### src/rtl/tlb_pkg.sv
package tlb_pkg;

  localparam int PPN_W   = 27;
  localparam int PERM_W  = 4;
  localparam int ASN_W   = 7;
  localparam int GH_W    = 2;

  localparam int PPN_LSB = 32;
  localparam int RE_LSB  = 8;
  localparam int WE_LSB  = 12;
  localparam int FOR_BIT = 1;
  localparam int FOW_BIT = 2;
  localparam int GLB_BIT = 4;
  localparam int GH_LSB  = 5;
  localparam int ASN_LSB = 57;

  typedef enum logic [2:0] {
    SEL_PTE      = 3'd0,
    SEL_ASN      = 3'd1,
    SEL_TAG      = 3'd2,
    SEL_INV_ALL  = 3'd3,
    SEL_INV_PROC = 3'd4,
    SEL_INV_ONE  = 3'd5
  } wsel_e;

  typedef struct packed {
    logic [PPN_W-1:0]  ppn;
    logic [PERM_W-1:0] re;
    logic [PERM_W-1:0] we;
    logic              fo_rd;
    logic              fo_wr;
    logic              glb;
    logic [GH_W-1:0]   gh;
  } pte_t;

endpackage

### src/rtl/tlb_stage.sv
module tlb_stage
  import tlb_pkg::*;
(
  input  logic             clk,
  input  logic             rst_n,
  input  logic             pte_we,
  input  logic             asn_we,
  input  logic [63:0]      wdata,
  output pte_t             staged,
  output logic [ASN_W-1:0] cur_asn,
  output logic [63:0]      rd_pte
);

  pte_t             pte_d, pte_q;
  logic [ASN_W-1:0] asn_d, asn_q;

  // field extraction from the write value
  always_comb begin
    pte_d.ppn   = wdata[PPN_LSB +: PPN_W];
    pte_d.re    = wdata[RE_LSB +: PERM_W];
    pte_d.we    = wdata[WE_LSB +: PERM_W];
    pte_d.fo_rd = wdata[FOR_BIT];
    pte_d.fo_wr = wdata[FOW_BIT];
    pte_d.glb   = wdata[GLB_BIT];
    pte_d.gh    = wdata[GH_LSB +: GH_W];
    asn_d       = wdata[ASN_LSB +: ASN_W];
  end

  always_ff @(posedge clk or negedge rst_n) begin
    if (!rst_n)      pte_q <= '0;
    else if (pte_we) pte_q <= pte_d;
  end

  always_ff @(posedge clk or negedge rst_n) begin
    if (!rst_n)      asn_q <= '0;
    else if (asn_we) asn_q <= asn_d;
  end

  // architectural repack; page number and ASN overlap at 58:57 and are ORed
  always_comb begin
    rd_pte = '0;
    rd_pte[PPN_LSB +: PPN_W] = pte_q.ppn;
    rd_pte[RE_LSB +: PERM_W] = pte_q.re;
    rd_pte[WE_LSB +: PERM_W] = pte_q.we;
    rd_pte[FOR_BIT]          = pte_q.fo_rd;
    rd_pte[FOW_BIT]          = pte_q.fo_wr;
    rd_pte[GLB_BIT]          = pte_q.glb;
    rd_pte[ASN_LSB +: ASN_W] = rd_pte[ASN_LSB +: ASN_W] | asn_q;
  end

  assign staged  = pte_q;
  assign cur_asn = asn_q;

endmodule

### src/rtl/tlb_rr_ptr.sv
module tlb_rr_ptr #(
  parameter int ENTRIES = 8,
  localparam int IDX_W  = (ENTRIES > 1) ? $clog2(ENTRIES) : 1
) (
  input  logic             clk,
  input  logic             rst_n,
  input  logic             adv,
  output logic [IDX_W-1:0] ptr
);

  logic [IDX_W-1:0] ptr_d, ptr_q;

  always_comb begin
    if (ptr_q == IDX_W'(ENTRIES - 1)) ptr_d = '0;
    else                              ptr_d = ptr_q + 1'b1;
  end

  always_ff @(posedge clk or negedge rst_n) begin
    if (!rst_n)   ptr_q <= '0;
    else if (adv) ptr_q <= ptr_d;
  end

  assign ptr = ptr_q;

  // each accepted insert moves the victim pointer
  p_ptr_moves_r10: assert property (@(posedge clk) disable iff (!rst_n)
    $past(adv) |-> (ptr_q != $past(ptr_q)));

endmodule

### src/rtl/tlb_array.sv
module tlb_array
  import tlb_pkg::*;
#(
  parameter int ENTRIES = 8,
  parameter int VPN_W   = 30,
  parameter bit IS_INSN = 1'b0,
  localparam int IDX_W  = (ENTRIES > 1) ? $clog2(ENTRIES) : 1
) (
  input  logic               clk,
  input  logic               rst_n,
  input  logic               ins,
  input  logic [IDX_W-1:0]   ins_idx,
  input  logic [VPN_W-1:0]   ins_vpn,
  input  pte_t               ins_pte,
  input  logic [ASN_W-1:0]   cur_asn,
  input  logic               inv_all,
  input  logic               inv_proc,
  input  logic               inv_one,
  input  logic [VPN_W-1:0]   inv_vpn,
  input  logic [VPN_W-1:0]   lk_vpn,
  output logic               lk_hit,
  output pte_t               lk_pte,
  output logic [ENTRIES-1:0] valid_vec
);

  logic [ENTRIES-1:0] valid_d, valid_q;
  logic [ENTRIES-1:0] glb_vec, hit_vec, kill_vec;
  logic [VPN_W-1:0]   vpn_q [ENTRIES];
  pte_t               pte_q [ENTRIES];
  logic [ASN_W-1:0]   asn_q [ENTRIES];
  pte_t               fill_pte;

  // variant: instruction-side fills carry no write enables
  generate
    if (IS_INSN) begin : g_insn
      always_comb begin
        fill_pte    = ins_pte;
        fill_pte.we = '0;
        fill_pte.gh = '0;
      end
    end else begin : g_data
      always_comb begin
        fill_pte    = ins_pte;
        fill_pte.gh = '0;
      end
    end
  endgenerate

  // per-entry compare logic
  generate
    for (genvar i = 0; i < ENTRIES; i++) begin : g_ent
      logic asn_ok;
      assign asn_ok      = pte_q[i].glb | (asn_q[i] == cur_asn);
      assign glb_vec[i]  = pte_q[i].glb;
      assign hit_vec[i]  = valid_q[i] & asn_ok & (vpn_q[i] == lk_vpn);
      assign kill_vec[i] = inv_all
                         | (inv_proc & ~pte_q[i].glb)
                         | (inv_one & asn_ok & (vpn_q[i] == inv_vpn));
    end
  endgenerate

  always_comb begin
    valid_d = valid_q & ~kill_vec;
    for (int i = 0; i < ENTRIES; i++) begin
      if (ins && (ins_idx == IDX_W'(i))) valid_d[i] = 1'b1;
    end
  end

  always_ff @(posedge clk or negedge rst_n) begin
    if (!rst_n) valid_q <= '0;
    else        valid_q <= valid_d;
  end

  // entry payload: loaded only on insert, no reset needed
  always_ff @(posedge clk) begin
    for (int i = 0; i < ENTRIES; i++) begin
      if (ins && (ins_idx == IDX_W'(i))) begin
        vpn_q[i] <= ins_vpn;
        pte_q[i] <= fill_pte;
        asn_q[i] <= cur_asn;
      end
    end
  end

  // lowest-numbered matching entry wins
  always_comb begin
    lk_hit = 1'b0;
    lk_pte = '0;
    for (int i = ENTRIES - 1; i >= 0; i--) begin
      if (hit_vec[i]) begin
        lk_hit = 1'b1;
        lk_pte = pte_q[i];
      end
    end
  end

  assign valid_vec = valid_q;

  // an accepted insert leaves its slot valid
  p_insert_valid_r3: assert property (@(posedge clk) disable iff (!rst_n)
    $past(ins) |-> valid_q[$past(ins_idx)]);

  // nothing survives an invalidate-all
  p_inv_all_empty_r6: assert property (@(posedge clk) disable iff (!rst_n)
    $past(inv_all) |-> (valid_q == '0));

  // after invalidate-process only global entries remain
  p_inv_proc_glb_r7: assert property (@(posedge clk) disable iff (!rst_n)
    $past(inv_proc) |-> ((valid_q & ~glb_vec) == '0));

endmodule

### src/rtl/tlb_fill_ctrl.sv
module tlb_fill_ctrl
  import tlb_pkg::*;
#(
  parameter int ENTRIES   = 8,
  parameter int VPN_W     = 30,
  parameter int PAGE_BITS = 13,
  parameter bit IS_INSN   = 1'b0
) (
  input  logic             clk,
  input  logic             rst_n,
  input  logic             wr_en,
  input  logic [2:0]       wr_sel,
  input  logic [63:0]      wr_data,
  output logic [63:0]      rd_pte,
  output logic             gh_err,
  input  logic [VPN_W-1:0] lk_vpn,
  output logic             lk_hit,
  output logic [26:0]      lk_ppn,
  output logic [3:0]       lk_rd_en,
  output logic [3:0]       lk_wr_en,
  output logic             lk_rd_fault,
  output logic             lk_wr_fault
);

  localparam int IDX_W = (ENTRIES > 1) ? $clog2(ENTRIES) : 1;

  logic               wr_pte, wr_asn, wr_tag, wr_all, wr_proc, wr_one;
  logic               tag_ok, tag_bad;
  logic               gh_d, gh_q;
  pte_t               staged, hit_pte;
  logic [ASN_W-1:0]   cur_asn;
  logic [IDX_W-1:0]   victim;
  logic [VPN_W-1:0]   wr_vpn;
  logic [ENTRIES-1:0] valid_vec;

  // command decode
  always_comb begin
    wr_pte  = wr_en & (wr_sel == SEL_PTE);
    wr_asn  = wr_en & (wr_sel == SEL_ASN);
    wr_tag  = wr_en & (wr_sel == SEL_TAG);
    wr_all  = wr_en & (wr_sel == SEL_INV_ALL);
    wr_proc = wr_en & (wr_sel == SEL_INV_PROC);
    wr_one  = wr_en & (wr_sel == SEL_INV_ONE);
    tag_bad = wr_tag & (staged.gh != '0);
    tag_ok  = wr_tag & ~tag_bad;
    gh_d    = tag_bad;
  end

  assign wr_vpn = wr_data[PAGE_BITS +: VPN_W];

  always_ff @(posedge clk or negedge rst_n) begin
    if (!rst_n) gh_q <= 1'b0;
    else        gh_q <= gh_d;
  end

  tlb_stage u_stage (
    .clk     (clk),
    .rst_n   (rst_n),
    .pte_we  (wr_pte),
    .asn_we  (wr_asn),
    .wdata   (wr_data),
    .staged  (staged),
    .cur_asn (cur_asn),
    .rd_pte  (rd_pte)
  );

  tlb_rr_ptr #(.ENTRIES(ENTRIES)) u_ptr (
    .clk   (clk),
    .rst_n (rst_n),
    .adv   (tag_ok),
    .ptr   (victim)
  );

  tlb_array #(
    .ENTRIES (ENTRIES),
    .VPN_W   (VPN_W),
    .IS_INSN (IS_INSN)
  ) u_array (
    .clk       (clk),
    .rst_n     (rst_n),
    .ins       (tag_ok),
    .ins_idx   (victim),
    .ins_vpn   (wr_vpn),
    .ins_pte   (staged),
    .cur_asn   (cur_asn),
    .inv_all   (wr_all),
    .inv_proc  (wr_proc),
    .inv_one   (wr_one),
    .inv_vpn   (wr_vpn),
    .lk_vpn    (lk_vpn),
    .lk_hit    (lk_hit),
    .lk_pte    (hit_pte),
    .valid_vec (valid_vec)
  );

  assign gh_err      = gh_q;
  assign lk_ppn      = hit_pte.ppn;
  assign lk_rd_en    = hit_pte.re;
  assign lk_wr_en    = hit_pte.we;
  assign lk_rd_fault = hit_pte.fo_rd;
  assign lk_wr_fault = hit_pte.fo_wr;

  logic unused_hint;
  assign unused_hint = ^{hit_pte.glb, hit_pte.gh};

  // a rejected tag write leaves the buffer occupancy untouched
  p_gh_no_fill_r4: assert property (@(posedge clk) disable iff (!rst_n)
    gh_err |-> (valid_vec == $past(valid_vec)));

  // a hit needs at least one valid entry
  p_hit_needs_valid_r9: assert property (@(posedge clk) disable iff (!rst_n)
    lk_hit |-> (valid_vec != '0));

endmodule

### config.mk
export PLATFORM = sky130hd
export DESIGN_NAME = tlb_fill_ctrl
export DESIGN_NICKNAME = d
export VERILOG_FILES = /design/src/rtl/tlb_pkg.sv /design/src/rtl/tlb_stage.sv /design/src/rtl/tlb_rr_ptr.sv /design/src/rtl/tlb_array.sv /design/src/rtl/tlb_fill_ctrl.sv
export SDC_FILE = /design/constraint.sdc
export NUM_CORES = 1
export LEC_CHECK = 0
export BUFFER_PORTS_ARGS = -buffer_cell sky130_fd_sc_hd__buf_2
export CAP_MARGIN = 20
export CORE_UTILIZATION = 45
export DETAILED_ROUTE_END_ITERATION = 12
export PLACE_DENSITY = 0.73
export SYNTH_ARGS = -nofsm -noshare
export SYNTH_HDL_FRONTEND = slang
export SYNTH_HIERARCHICAL = 1
export SYNTH_SLANG_ARGS = --single-unit
export TNS_END_PERCENT = 50
### constraint.sdc
create_clock -name clk -period 10 [get_ports clk]
set_input_delay 2 -clock clk [delete_from_list [all_inputs] [get_ports clk]]
set_output_delay 2 -clock clk [all_outputs]
set_load 0.01 [all_outputs]
After elaboration in Yosys (flattened, before gate mapping)
Memories as Yosys holds them, arrays and structs flattened.
Index checks and enable logic that the tools add are counted.
- bits in writable memories: 600
- flip-flop bits (word level): 59
- word-level logic and storage cells: 271
- memories: 3
- bitwise gates (word level): 84
- muxes and demuxes: 104
- reductions and logical operators: 32
- add/subtract/negate cells: 1
- equal/unequal tests: 36
- memories (memory ; depth ; width ; read ports ; clocked after memory_dff ; wr ports ; RTL line ; text):
    u_array.pte_q ; 8 ; 38 ; 8 ; 0 ; 1 ; tlb_array.sv:29 ; pte_t pte_q [ENTRIES];
    u_array.vpn_q ; 8 ; 30 ; 8 ; 0 ; 1 ; tlb_array.sv:28 ; logic [VPN_W-1:0] vpn_q [ENTRIES];
    u_array.asn_q ; 8 ; 7 ; 8 ; 0 ; 1 ; tlb_array.sv:30 ; logic [ASN_W-1:0] asn_q [ENTRIES];
- operators by type and width (kind ; number):
    30-bit equality test ; 16
    40-bit two-way mux ; 8
    38-bit two-way mux ; 7
    38-bit OR reduction ; 7
    30-bit two-way mux ; 7
    30-bit OR reduction ; 7
    3-bit two-way mux ; 22
    7-bit equality test ; 8
    1-bit two-way mux ; 53
    7-bit two-way mux ; 7
    7-bit OR reduction ; 7
    1-bit AND ; 48
    1-bit bitwise OR ; 24
    3-bit equality test, second input constant ; 6
    3-bit by 2-bit equality test with 1-bit output, second input constant ; 4
    1-bit inverter ; 9
    8-bit AND ; 1
    1-bit logical AND ; 8
    8-bit inverter ; 1
    2-bit by 7-bit bitwise OR with 7-bit output ; 1
    3-bit by 1-bit equality test with 1-bit output, second input constant ; 2
    3-bit logical NOT ; 2
    3-bit by 1-bit adder with 3-bit output, second input constant ; 1
    2-bit nonzero test ; 1

Depth between registers and ports, before layout
- word-level depth: 16
- mapped depth: 12
- gate-level depth less buffers: 8

Cells and area by module
Netlist, hierarchy kept.
- by module, submodules not included (module ; seq. area each (um^2) ; area an instance (um^2) ; cells each ; instances):
    tlb_array ; 18217.5 ; 27570.2 ; 1925 ; 1
    tlb_stage ; 1176.1 ; 2237.1 ; 164 ; 1
    tlb_rr_ptr ; 75.1 ; 142.6 ; 11 ; 1
    tlb_fill_ctrl ; 25.0 ; 96.3 ; 12 ; 1

Least setup slack after synthesis
OpenSTA, ideal clock, no wires.
- path kind: input-to-reg
- start: input wr_sel[1]
- end: memory u_array.asn_q[4][0] (netlist: u_array/asn_q[1][0]) (enable)
- data required time: 9397 ps
- setup slack: 1524 ps
- cell stages on the path: 4
- path buffers: 0
- arrival: 7874 ps
- cell sequence: nand2_1 nor4b_2 nand2_1 nor3_1
- word-level cells in the longest chain between the ends: 16
- elaborated cells on any way between the ends: 50
- those cells by class: eq/ne: 1; mux: 30; bitwise: 4; reduce/logical: 15
- RTL lines (element ; RTL line ; text):
    from (decl) ; tlb_fill_ctrl.sv:12 ; input logic [2:0] wr_sel,
    3-bit by 2-bit equality test with 1-bit output (*) ; tlb_fill_ctrl.sv:40 ; wr_tag = wr_en & (wr_sel == SEL_TAG);
    1-bit AND (*) ; tlb_fill_ctrl.sv:40 ;
    1-bit AND ; tlb_fill_ctrl.sv:44 ; tag_bad = wr_tag & (staged.gh != '0);
    1-bit inverter ; tlb_fill_ctrl.sv:45 ; tag_ok = wr_tag & ~tag_bad;
    1-bit AND (*) ; tlb_fill_ctrl.sv:45 ;
    net tag_ok ; tlb_fill_ctrl.sv:28 ; logic tag_ok, tag_bad;
    1-bit logical AND ; tlb_array.sv:77 ; if (ins && (ins_idx == IDX_W'(i))) begin
    1-bit two-way mux ; tlb_array.sv:77 ;
    1-bit two-way mux (implied by the code) ; tlb_array.sv:80 ; asn_q[i] <= cur_asn;
    7-bit OR reduction (no source line) ; - ;
    3-bit two-way mux (no source line) / 1-bit two-way mux (equally long branches) (7 in series) ; - ;
    to (decl) ; tlb_array.sv:30 ;
The timed path passes the listed nets; every way through them passes the cells marked *.

Worst setup path in the final report
- start: input lk_vpn[19]
- end: output lk_ppn[4]
- word-level cells in the longest chain between the ends: 10
- elaborated cells on any way between the ends: 24
- those cells by class: eq/ne: 8; mux: 8; bitwise: 8
- RTL lines (element ; RTL line ; text):
    from (decl) ; tlb_fill_ctrl.sv:16 ; input logic [VPN_W-1:0] lk_vpn,
    30-bit equality test ; tlb_array.sv:55 ; assign hit_vec[i] = valid_q[i] & asn_ok & (vpn_q[i] == lk_vpn);
    1-bit AND ; tlb_array.sv:55 ;
    40-bit two-way mux (7 in series) ; tlb_array.sv:90 ; if (hit_vec[i]) begin
    40-bit two-way mux (*) ; tlb_array.sv:90 ;
    to (decl) ; tlb_fill_ctrl.sv:18 ; output logic [26:0] lk_ppn,
Every way passes the cells marked *; elsewhere a longest branch is shown, timed or not.

==> summary.txt <==
Status
  • Status: finished, final reports clean

Placed design
  • # port buffers: 178
  • Detail Placement HPWL: 48,500 um
  • Dpl ws: 2200 ps
  • Placer Congestion: 0.884
  • DP Cell Count: 3,001

Clock network
  • TritonCTS Sinks: 659
  • Root buffer cell: clkbuf_16
  • Post-CTS sizing: 0
  • H-tree Lvls: 3
  • Num CTS Buffers: 69
  • Worst skew pair latency: 630 ps
  • CTS tree: yes
  • Clock tree buffer depth: 3
  • Setup Fix Bufs, Post-CTS: 0
  • Clock-pin slew of the registers on the worst-case setup and hold paths: 60 ps
  • Hold buffer count at CTS: 0

Finish
  • Most common cell after layout, fill and taps aside: edfxtp_1
  • Area of the multi-input gates: 9420 um2
  • Diode count: 0
  • Final Util: 50.8%
  • Filler Cells Inserted: 5,426
  • Nets: 2,313
  • Commonest cells after routing, fill and taps aside: 600 x edfxtp_1, 477 x xnor2_1, 177 x buf_2, 110 x nand4_1, 79 x nand3_1
  • Area grow syn2layout: 11.7%
  • Layout Cells excl Fill: 3,129
  • Ratio of cells with drive above 1 in the final layout: 18.1%
  • Reg area: 19,500 um2

Job
  • Max capacitance violation total: 0

Critical path
  • Max FO, Critical Path: 36
  • Crit path DAT: 5940 ps
  • Setup CP Type: in2out
  • Setup crit start kind: input port
  • Critical Path End Type: output pin
  • Crit path required time: 8000 ps
  • RR Startpoint: u_stage/staged[1]
  • R2r worst-path depth: 5
  • CP max stage cell: nand2_1
  • Cell mode on critical path: buf_2
  • Reg2reg end: u_array/asn_q[1][27]
  • Worst path max stage delay: 880 ps
  • Flop-to-flop setup slack: 6650 ps
  • CP Cell Sequence: buf_2 -> xnor2_1 -> nand4_1 -> nor4_1 -> and3_1 -> buf_4 -> inv_1 -> nand2_1 -> o32ai_1 -> buf_2

Logic synthesis
  • Post-synthesis area per instance: 14.3 um2
  • Cells after synthesis: 2,097
  • Cell Area, Synth: 30,000 um2
  • Yosys warnings: 6

Power and ir drop
  • Net Sw Frac: 23.8%
  • Cell Int Power: 4.84 mW
  • Switching power total: 1.51 mW
  • Leak: 10.9 nW
  • Clock power share: 40.6%
  • Total power divided by cell area: 190 nW/um2
  • Flop pwr share: 52.0%
  • Peak VDD IR: 120 uV
  • Gate power share: 7.4%

Timing
  • Total negative slack: 0 ps
  • Slew @ Worst Pin: 1100 ps
  • Worst slew margin: 26.8%
  • Fin crit share: 79.4%
  • Final setup vio count: 0
  • Pins Over Slew Limit: 0
  • RSZ-0062 raised after global routing: no
  • Min cycle time layout: 7940 ps
  • Final hold violations: 0
  • Fmax: 126 MHz
  • Setup WS post-layout: 2060 ps
  • Hold WS: 511 ps
  • Final Skew: 32.2 ps

Floorplanning
  • Die X: 260 um
  • Core Region: 65,900 um2
  • DIE HEIGHT: 260 um
  • Std cell rows: 94
  • Die ar.: 67,600 um2
  • Initial Utilization: 45.5%
  • Ports: 203

Hold path
  • Hold Path Depth: 1
  • Hold Startpoint: u_stage/staged[1]
  • Worst Hold Endpoint: u_stage/staged[1]
  • Worst Hold Class: reg2reg

Drt
  • Router iterations before antenna repair: 5
  • DR vias/cell: 5.88
  • DRC viols: 0
  • Final WL: 84,400 um
  • Initial DRC count: 2,054
  • WL/cell: 27.0 um
  • Via count: 18,400
  • Post-DRT Antenna Nets: 0

Global route
  • Number of global-route vias before repair: 18,300
  • Overflow after GRT: 0
  • Largest net degree at the start of global routing: 77
  • Initial antenna violation count: 5
  • First-pass GRT wire length: 121,000 um
  • Global Route Usage Sum: 24.8%
## per-layer routing
metal	GRT usage (%)	routed length, um	vias to the layer above
met5	0	64	-
li1	-	-	7865
met1	33.2	33600	9283
met4	10.5	3260	10
met3	4.81	8170	194
met2	39.3	39200	1062
## sequential cells by signal, summed over array words and instances (netlist names)
register           cells
u_array/pte_q        304
u_array/vpn_q        240
u_array/asn_q         56
u_stage/rd_pte        36
u_array/valid_vec      8
u_stage/cur_asn        7
u_stage/staged         4
u_ptr/ptr              3
gh_err                 1
## worst max path at each step
stage | from | endpoint | slack (ps) | depth (start not counted)
6_report | lk_vpn[19] | lk_ppn[4] | 2060 | 10
5_1_grt | lk_vpn[27] | lk_ppn[24] | 1960 | 11
4_1_cts | lk_vpn[19] | lk_wr_en[2] | 2190 | 10
3_5_place_dp | lk_vpn[19] | lk_wr_en[2] | 2200 | 10
3_3_place_gp | lk_vpn[27] | lk_ppn[4] | 2280 | 10
2_1_floorplan | wr_sel[1] | u_array/asn_q[1][0] | 1520 | 4
## layout make-up
class | count | area share (%)
Timing Repair Buffer | 210 | 3.57
Tap cell | 864 | 3.23
Inverter | 4 | 0.0449
Sequential cell | 659 | 58.2
Clock inverter | 35 | 1.18
Multi-Input combinational cell | 1267 | 28.1
Clock buffer | 90 | 5.61
## worst max-delay path, delay by kind of cell
| kind | cells | cell delay [ps] |
|---|---|---|
| XOR/XNOR | 1 | 150 |
| AO/OA/AOI/OAI | 1 | 730 |
| buffers and inverters | 4 | 1750 |
| AND/OR/NAND/NOR | 4 | 1270 |
## power groups by stage
stage	combinational (mW)	sequential [mW]	clock, mW
floorplan	0.370	3.28	0
global placement	0.452	3.35	0
detailed placement	0.463	3.36	0
CTS	0.466	3.31	2.61
global route	0.499	3.32	2.71
finish	0.468	3.30	2.58
## stage by stage
step	cell area, um2	power (mW)
finish	33500	6.35
global route	33500	6.53
CTS	33400	6.38
detailed placement	31100	3.83
global placement	31100	3.80
floorplan	30000	3.65
Note: power is estimated with default switching activity, not from simulation.
